--- config.mk ---
export PLATFORM = sky130hd
export DESIGN_NAME = i2c_cfg_port
export DESIGN_NICKNAME = d
export VERILOG_FILES = /design/src/rtl/i2c_cfg_pkg.sv /design/src/rtl/i2c_bus_sync.sv /design/src/rtl/cfg_regbank.sv /design/src/rtl/i2c_cfg_port.sv
export SDC_FILE = /design/constraint.sdc
export NUM_CORES = 1
export LEC_CHECK = 0
export ABC_CLOCK_PERIOD_IN_PS = 2690
export CORE_MARGIN = 2
export CORE_UTILIZATION = 43
export CTS_BUF_LIST = sky130_fd_sc_hd__clkbuf_8
export DETAILED_ROUTE_END_ITERATION = 8
export PLACE_DENSITY = 0.62
export SETUP_SLACK_MARGIN = 0.2
export SLEW_MARGIN = 15
export SYNTH_ARGS = -nofsm -noshare
export SYNTH_HDL_FRONTEND = slang
export SYNTH_HIERARCHICAL = 1
export SYNTH_SLANG_ARGS = --single-unit
--- constraint.sdc ---
create_clock -name clk -period 2.69 [get_ports clk]
set_input_delay 0.269 -clock clk [delete_from_list [all_inputs] [get_ports clk]]
set_output_delay 0.269 -clock clk [all_outputs]
set_load 0.02 [all_outputs]
--- src/rtl/i2c_cfg_pkg.sv ---
package i2c_cfg_pkg;

  typedef enum logic [3:0] {
    ST_IDLE, ST_ADDR, ST_ADDR_ACK, ST_PTR, ST_PTR_ACK,
    ST_WDATA, ST_WDATA_ACK, ST_RDATA, ST_RACK, ST_SKIP
  } port_state_t;

  localparam logic [6:0] GCALL_ADDR = 7'h00;

  // own address in both directions, broadcast only for writes
  function automatic logic addr_accept(input logic [6:0] a, input logic rw,
                                       input logic [6:0] own);
    return (a == own) || ((a == GCALL_ADDR) && !rw);
  endfunction

  function automatic logic ptr_in_range(input logic [7:0] p, input int unsigned n);
    return {24'd0, p} < n;
  endfunction

endpackage

--- src/rtl/i2c_bus_sync.sv ---
module i2c_bus_sync (
  input  logic clk,
  input  logic rst_n,
  input  logic scl_in,
  input  logic sda_in,
  output logic scl_s,
  output logic sda_s,
  output logic scl_rise,
  output logic scl_fall,
  output logic start_evt,
  output logic stop_evt
);
  logic scl_m, sda_m, scl_q, sda_q;

  always_ff @(posedge clk or negedge rst_n) begin
    if (!rst_n) begin
      scl_m <= 1'b1; sda_m <= 1'b1;
      scl_s <= 1'b1; sda_s <= 1'b1;
      scl_q <= 1'b1; sda_q <= 1'b1;
    end else begin
      scl_m <= scl_in; sda_m <= sda_in;
      scl_s <= scl_m;  sda_s <= sda_m;
      scl_q <= scl_s;  sda_q <= sda_s;
    end
  end

  assign scl_rise  = scl_s & ~scl_q;
  assign scl_fall  = ~scl_s & scl_q;
  assign start_evt = scl_s & scl_q & sda_q & ~sda_s;
  assign stop_evt  = scl_s & scl_q & ~sda_q & sda_s;

endmodule

--- src/rtl/cfg_regbank.sv ---
module cfg_regbank
  import i2c_cfg_pkg::*;
#(
  parameter int NREGS = 16,
  parameter logic [7:0] RESET_VAL = 8'h00
) (
  input  logic             clk,
  input  logic             rst_n,
  input  logic             wr_en,
  input  logic [7:0]       wr_ptr,
  input  logic [7:0]       wr_data,
  input  logic [7:0]       rd_ptr,
  output logic [7:0]       rd_data,
  output logic [NREGS*8-1:0] cfg_flat
);
  logic [7:0] regs [NREGS];

  for (genvar i = 0; i < NREGS; i++) begin : g_reg
    always_ff @(posedge clk or negedge rst_n) begin
      if (!rst_n)
        regs[i] <= RESET_VAL;
      else if (wr_en && (wr_ptr == 8'(i)))
        regs[i] <= wr_data;
    end
    assign cfg_flat[i*8 +: 8] = regs[i];
  end

  // pointers with no register read as zero
  always_comb begin
    rd_data = 8'h00;
    for (int i = 0; i < NREGS; i++)
      if (rd_ptr == 8'(i)) rd_data = regs[i];
  end


  hold_chk: assert property (@(posedge clk) disable iff (!rst_n)
    !wr_en |=> $stable(cfg_flat));


  oob_drop_chk: assert property (@(posedge clk) disable iff (!rst_n)
    (wr_en && !ptr_in_range(wr_ptr, NREGS)) |=> $stable(cfg_flat));

endmodule

--- src/rtl/i2c_cfg_port.sv ---
module i2c_cfg_port
  import i2c_cfg_pkg::*;
#(
  parameter logic [6:0] DEV_ADDR = 7'h2A,
  parameter int NREGS = 16,
  parameter logic [7:0] RESET_VAL = 8'h00
) (
  input  logic               clk,
  input  logic               rst_n,
  input  logic               scl_in,
  input  logic               sda_in,
  output logic               sda_oe,
  output logic [NREGS*8-1:0] cfg_out
);
  logic scl_s, sda_s, scl_rise, scl_fall, start_evt, stop_evt;
  port_state_t state;
  logic [3:0]  bit_cnt;
  logic [7:0]  shreg, txbyte, ptr, rd_data;
  logic        is_read, oe_q;

  i2c_bus_sync u_sync (
    .clk(clk), .rst_n(rst_n), .scl_in(scl_in), .sda_in(sda_in),
    .scl_s(scl_s), .sda_s(sda_s), .scl_rise(scl_rise), .scl_fall(scl_fall),
    .start_evt(start_evt), .stop_evt(stop_evt)
  );

  wire byte_done = scl_fall && (bit_cnt == 4'd8);
  wire addr_done = (state == ST_ADDR) && byte_done;
  wire wr_en     = (state == ST_WDATA) && byte_done;

  cfg_regbank #(.NREGS(NREGS), .RESET_VAL(RESET_VAL)) u_bank (
    .clk(clk), .rst_n(rst_n), .wr_en(wr_en), .wr_ptr(ptr), .wr_data(shreg),
    .rd_ptr(ptr), .rd_data(rd_data), .cfg_flat(cfg_out)
  );

  always_ff @(posedge clk or negedge rst_n) begin
    if (!rst_n) begin
      state <= ST_IDLE; bit_cnt <= '0; shreg <= '0; txbyte <= '0;
      ptr <= '0; is_read <= 1'b0; oe_q <= 1'b0;
    end else if (start_evt) begin
      state <= ST_ADDR; bit_cnt <= '0; oe_q <= 1'b0;
    end else if (stop_evt) begin
      state <= ST_IDLE; oe_q <= 1'b0;
    end else begin
      if (scl_rise) begin
        shreg <= {shreg[6:0], sda_s};
        if (bit_cnt != 4'd8) bit_cnt <= bit_cnt + 4'd1;
      end
      if (scl_fall) begin
        case (state)
          ST_ADDR: if (byte_done) begin
            bit_cnt <= '0;
            if (addr_accept(shreg[7:1], shreg[0], DEV_ADDR)) begin
              state <= ST_ADDR_ACK; oe_q <= 1'b1; is_read <= shreg[0];
            end else
              state <= ST_SKIP;
          end
          ST_ADDR_ACK: begin
            bit_cnt <= '0;
            if (is_read) begin
              state <= ST_RDATA; oe_q <= ~rd_data[7]; txbyte <= {rd_data[6:0], 1'b0};
            end else begin
              state <= ST_PTR; oe_q <= 1'b0;
            end
          end
          ST_PTR: if (byte_done) begin
            ptr <= shreg; state <= ST_PTR_ACK; oe_q <= 1'b1; bit_cnt <= '0;
          end
          ST_PTR_ACK: begin
            state <= ST_WDATA; oe_q <= 1'b0; bit_cnt <= '0;
          end
          ST_WDATA: if (byte_done) begin
            state <= ST_WDATA_ACK; oe_q <= 1'b1; bit_cnt <= '0;
          end
          ST_WDATA_ACK: begin
            state <= ST_SKIP; oe_q <= 1'b0;
          end
          ST_RDATA: begin
            if (bit_cnt == 4'd8) begin
              state <= ST_RACK; oe_q <= 1'b0; bit_cnt <= '0;
            end else begin
              oe_q <= ~txbyte[7]; txbyte <= {txbyte[6:0], 1'b0};
            end
          end
          ST_RACK: begin
            state <= ST_SKIP; oe_q <= 1'b0;
          end
          default: ;
        endcase
      end
    end
  end

  assign sda_oe = oe_q;


  oe_low_phase_chk: assert property (@(posedge clk) disable iff (!rst_n)
    $rose(sda_oe) |-> !scl_s);


  abort_release_chk: assert property (@(posedge clk) disable iff (!rst_n)
    (start_evt || stop_evt) |=> !sda_oe);


  gcall_read_chk: assert property (@(posedge clk) disable iff (!rst_n)
    (addr_done && shreg[7:1] == GCALL_ADDR && shreg[0]) |=> !sda_oe);


  foreign_addr_chk: assert property (@(posedge clk) disable iff (!rst_n)
    (addr_done && shreg[7:1] != DEV_ADDR && shreg[7:1] != GCALL_ADDR)
      |=> (state == ST_SKIP && !sda_oe));


  skip_quiet_chk: assert property (@(posedge clk) disable iff (!rst_n)
    (state == ST_SKIP) |=> !sda_oe);

endmodule

* Word level (Yosys, flattened, before mapping) *
Cells that the tools add are included.

operators by class
  add/sub/neg operators = 1
  mux-type cells = 46
  eq/ne operators = 35
  bitwise operators = 15
  reductions and logical operators = 38

operators with widths
  cell                                                              count
  8-bit two-way mux                                                 18
  8-bit by 4-bit == test with 1-bit output (second input constant)  8
  4-bit two-way mux                                                 15
  8-bit by 3-bit == test with 1-bit output (second input constant)  4
  4-bit case mux with 7 select lines                                1
  4-bit != test (second input constant)                             5
  1-bit logical AND                                                 19
  6-bit AND reduction                                               3
  4-bit by 3-bit == test with 1-bit output (second input constant)  4
  8-bit by 2-bit == test with 1-bit output (second input constant)  2
  8-bit case mux with 2 select lines                                1
  4-bit case mux with 3 select lines                                1
  5-bit AND reduction                                               2
  9-bit nonzero test                                                1
  4-bit by 2-bit == test with 1-bit output (second input constant)  2
  4-bit == test (second input constant)                             2
  8-bit by 1-bit == test with 1-bit output (second input constant)  1
  8-bit zero test                                                   1
  1-bit two-way mux                                                 8
  1-bit NOT                                                         8
  1-bit AND                                                         7
  7-bit by 6-bit == test with 1-bit output (second input constant)  1
  7-bit zero test                                                   1
  7-bit nonzero test                                                1
  14 further kinds                                                  19

storage, ports and cells
  register bits = 168
  output and inout bits = 129
  word-level logic and storage cells = 164

* Logic depth before layout (Yosys ltp) *
  depth in word-level cells = 23
  depth in mapped cells = 12
  gate-level depth less buffers = 9

* Modules after synthesis *
The synthesis kept the hierarchy.

by module, submodules not included
  module        instances  area each (µm²)  seq. area each (µm²)  cells each
  cfg_regbank   1          6,491.2          3,203.1               538
  i2c_cfg_port  1          1,859.3          825.8                 182
  i2c_bus_sync  1          190.2            157.7                 10

* Least setup slack after synthesis *
No wires, ideal clock.

  kind = register to register
  from = reg u_sync.scl_q
  to = reg u_bank.regs, in the netlist u_bank/cfg_flat[0]
  path slack = 248 ps
  period minus slack after synthesis = 2,442 ps
  setup time = 125 ps
  cell stages (with the launch flop) = 9
  arrival time = 2,317 ps
  required time = 2,565 ps
  cells stage by stage = dfstp_2 -> nor2b_1 -> nor2b_1 -> nand3_1 -> nor2_1 -> nor3b_1 -> nor2b_1 -> buf_2 -> mux2_2

on the way
  cells in the longest elaborated chain, start to end = 4

ends and longest elaborated chain
  item                           line                source
  start, declared                i2c_bus_sync.sv:13  logic scl_m, sda_m, scl_q, sda_q;
  start signal, assigned         i2c_bus_sync.sv:23  scl_q <= scl_s; sda_q <= sda_s;
  1-bit AND                      i2c_bus_sync.sv:28  assign scl_fall = ~scl_s & scl_q;
  via scl_fall                   i2c_cfg_port.sv:15  logic scl_s, sda_s, scl_rise, scl_fall, start_evt, stop_evt;
  1-bit logical AND              i2c_cfg_port.sv:27  wire byte_done = scl_fall && (bit_cnt == 4'd8);
  1-bit logical AND              i2c_cfg_port.sv:29  wire wr_en = (state == ST_WDATA) && byte_done;
  via wr_en                      i2c_cfg_port.sv:29
  1-bit logical AND              cfg_regbank.sv:22   else if (wr_en && (wr_ptr == 8'(i)))
  end signal, assigned by index  cfg_regbank.sv:23   regs[i] <= wr_data;
  end, declared                  cfg_regbank.sv:16   logic [7:0] regs [NREGS];

The timed path passes the listed nets, and every way through them passes these cells.
A chain may end at the register's enable or synchronous reset.

* Final worst setup path *
  from = reg ptr[2]
  to = reg txbyte[2]

on the way
  cells in the longest elaborated chain, start to end = 19
  elaborated cells between the ends (all ways) = 34
  those cells by class = eq/ne: 15; mux: 18; reduce/logical: 1

ends and longest elaborated chain
  item                                  line                source
  start, declared                       i2c_cfg_port.sv:18  logic [7:0] shreg, txbyte, ptr, rd_data;
  start signal, assigned                i2c_cfg_port.sv:39  ptr <= '0; is_read <= 1'b0; oe_q <= 1'b0;
  start signal, assigned                i2c_cfg_port.sv:67  ptr <= shreg; state <= ST_PTR_ACK; oe_q <= 1'b1; bit_cnt <= '0;
  8-bit zero test                       cfg_regbank.sv:32   if (rd_ptr == 8'(i)) rd_data = regs[i];
  8-bit two-way mux (15 in series)      cfg_regbank.sv:32
  8-bit two-way mux *                   cfg_regbank.sv:32
  via rd_data[1]                        i2c_cfg_port.sv:18
  8-bit two-way mux *                   i2c_cfg_port.sv:60  if (is_read) begin
  8-bit case mux with 2 select lines *  i2c_cfg_port.sv:50  case (state)
  end signal, assigned                  i2c_cfg_port.sv:82  oe_q <= ~txbyte[7]; txbyte <= {txbyte[6:0], 1'b0};
  end, declared                         i2c_cfg_port.sv:18

Mark *: on every way through the listed nets, which the timed path passes. The rest lies on a longest branch. The select of a mux whose other input is x is not followed.

==> flow_metrics.tcl <==
set metrics [dict create \
    status "completed" \
    worst_ep_arrival_time_ps 2780 \
    cts_buffers 17 \
    ys_ff_latch 167 \
    dr.first_iter.drc_count 594 \
    async_reset_ff_frac 1.000 \
    place_ws_ps -18.48 \
    yosysMostFrequentCell "dfrtp_1" \
    synth-main-ff-cell "dfrtp_1" \
    ys_warn_count 6 \
    crit_required_ps 3010 \
    multi_input_area_um2 4143 \
    slew_headroom 0.5745 \
    syn_nets 736 \
    wire_per_inst_um 23.53 \
    tightest_slew_ps 635.9 \
    grt_pass1_wl_mm 42.12 \
    grt_max_degree 76 \
    cts_root_buf "clkbuf_8" \
    slew_violations 0 \
    cts_tree "done" \
    synth_area_um2 8541 \
    num_rows 51 \
    crit_fanout 13 \
    antenna_found_initial 0 \
    holdWs_ps 206.2 \
    clock.fmax_mhz 406.3 \
    area.growth.synth_to_final_pct 27.50 \
    drc 0 \
    postRouteAntennaNets 0 \
    clock_skew_ps 18.94 \
    clk_pin_slew_ps 100 \
    clk_latency_ps 470 \
    hp-class "in -> reg" \
    final_core_util 0.5595 \
    diodes 0 \
    vias 6777 \
    chipWidth_um 144.9 \
    startpoint_type "register" \
    period_minus_slack_ps 2461 \
    rsz0062_at_grt "yes" \
    fin_nets 892 \
    hold_violations 0 \
    synth_top_area_frac 0.4717 \
    cts.sinks 167 \
    io_pins 133 \
    maxCapViolCount 0 \
    first_pass_iters 5 \
    yosys-top-cells-count "dfrtp_1 (161), mux2_2 (142), a21oi_1 (45)" \
    critical_path_class "reg -> reg" \
    core_region_area_um2 19460 \
    synth_edf_count 0 \
    ys_top_cells_by_area "dfrtp_1 (47%), mux2_2 (19%), mux2i_1 (3.0%)" \
    port-buffer-count 132 \
    yosysTopAreaCell "dfrtp_1" \
    layout_setup_ws_ps 228.9 \
    min_period_over_period 0.9149 \
    setup_viol_count_final 0 \
    grt_pass1_vias 6888 \
    finalWirelength_mm 27.39 \
    cts_max_path_buffers 2 \
    ctsHtreeMaxLevel 4 \
    fill_cells 1667 \
    gp_congestion 0.8848 \
    ys_types 76 \
    die_h_um 144.9 \
    max-vdd-ir-drop_mv 0.3301 \
    die_area_um2 21000 \
    synth.yosys.seq_area_share 0.4902 \
    overflow 0 \
    leakage_nw 4.841 \
    place_hpwl_mm 19.23 \
    avgSynthCellArea_um2 11.70 \
    syn_inst 730 \
    postCtsSetupBuffers 0 \
    grt_usage 0.2615 \
    initial_utilization 0.4388 \
    p_per_area_nw_per_um2 510.3 \
    end_kind "register" \
    drive_gt1_frac 0.3037 \
    seq_area_um2 4189 \
    routed_via_density 5.822 \
]
## power breakdown
group          total (W)  internal, W  switching [W]
clock network    0.00179     0.000754        0.00103
logic            0.00108     0.000335       0.000749
registers        0.00269      0.00261      0.0000741
total            0.00556      0.00370        0.00186
## path summary, 6_finish.rpt
check	startpoint	to	slack [ps]	cells past startpoint
max	ptr[2]$_DFFE_PN0P_	txbyte[2]$_DFFE_PN0P_	230	7
max reg2reg	ptr[2]$_DFFE_PN0P_	txbyte[2]$_DFFE_PN0P_	230	7
min reg2reg	u_sync/sda_m$_DFF_PN1_	u_sync/sda_s$_DFF_PN1_	360	0
min	sda_in	u_sync/sda_m$_DFF_PN1_	210	1
max in group asynchronous	rst_n	u_bank/cfg_flat[56]$_DFFE_PN0P_	1470	3
min in group asynchronous	rst_n	bit_cnt[2]$_DFFE_PN0P_	340	2
## worst max-delay path: stages (launching register included)
cell      delay (ps)
dfrtp_1          570
buf_4            300
nand2b_2         190
a211oi_1         490
o221ai_1         210
a211o_1          340
a21oi_1          140
a21oi_1           80
## layer usage
metal | routed length, um | GRT usage
met1 | 12120 | 0.3555
met5 | 0 | 0
met3 | 1587 | 0.04717
met4 | 461 | 0.07822
met2 | 13220 | 0.4290
## cell usage in the layout (no fill, tap or decap), drive strengths merged, types with 4 or more instances in the layout
cell	n
nand4	5
a21oi	47
nor2b	23
inv	21
a211oi	7
a22o	4
and2	4
mux2i	26
a211o	4
mux4	6
mux2	153
nor2	34
nand2	37
nand3	14
clkinv	4
nor3	9
dfrtp	161
buf	53
o22ai	7
o2bb2ai	4
o21ai	27
and3	5
nor4	4
dfstp	6
clkdlybuf4s50	131
nand3b	5
or2	4
clkbuf	17
a31oi	4
nand2b	11
## state kept, by name, summed over array words and instances, names as in the netlist
name / cells
u_sync/scl_s: 1
u_bank/cfg_flat: 128
sda_oe: 1
ptr: 8
u_sync/sda_q: 1
txbyte: 7
u_sync/sda_s: 1
u_sync/sda_m: 1
bit_cnt: 4
u_sync/scl_q: 1
shreg: 8
u_sync/scl_m: 1
is_read: 1
state: 4
## through the flow
stage | std cells | total power, W | setup TNS (ps) | instance area [um^2]
5_1_grt | 1164 | 0.005770 | 0 | 10890
6_report | 1164 | 0.005557 | 0 | 10890
3_5_place_dp | 1131 | 0.003800 | -148.5 | 10430
4_1_cts | 1164 | 0.005579 | 0 | 10850
2_1_floorplan | 730 | 0.003310 | 0 | 8541
3_3_place_gp | 1131 | 0.003770 | 0 | 10430
## layout make-up
cell class,count,share of cell area
Clock buffer,17,0.02149
Clock inverter,15,0.01333
Inverter,13,0.004481
Multi-Input combinational cell,502,0.3804
Sequential cell,167,0.3847
Tap cell,265,0.03045
Timing Repair Buffer,185,0.1651
## cell families (layout without fill, tap and decap cells)
kind of cell,count (synthesis),count (layout),synth area share
buffers and inverters,61,230,0.03340
AND/OR/NAND/NOR,171,171,0.1131
multiplexers,185,185,0.2480
adder cells (fa/ha/maj),2,2,0.002930
flip-flops,167,167,0.4902
AO/OA/AOI/OAI,144,144,0.1124
## what timing repair did
| item | CTS | global route |
|---|---|---|
| endpoints found under the hold margin | 52 | 0 |
| endpoints found under the setup margin | 121 | 102 |
| hold buffers | 1 | 0 |
| resized for setup | 11 | 10 |
No activity file was read; power rests on OpenSTA's default activity.
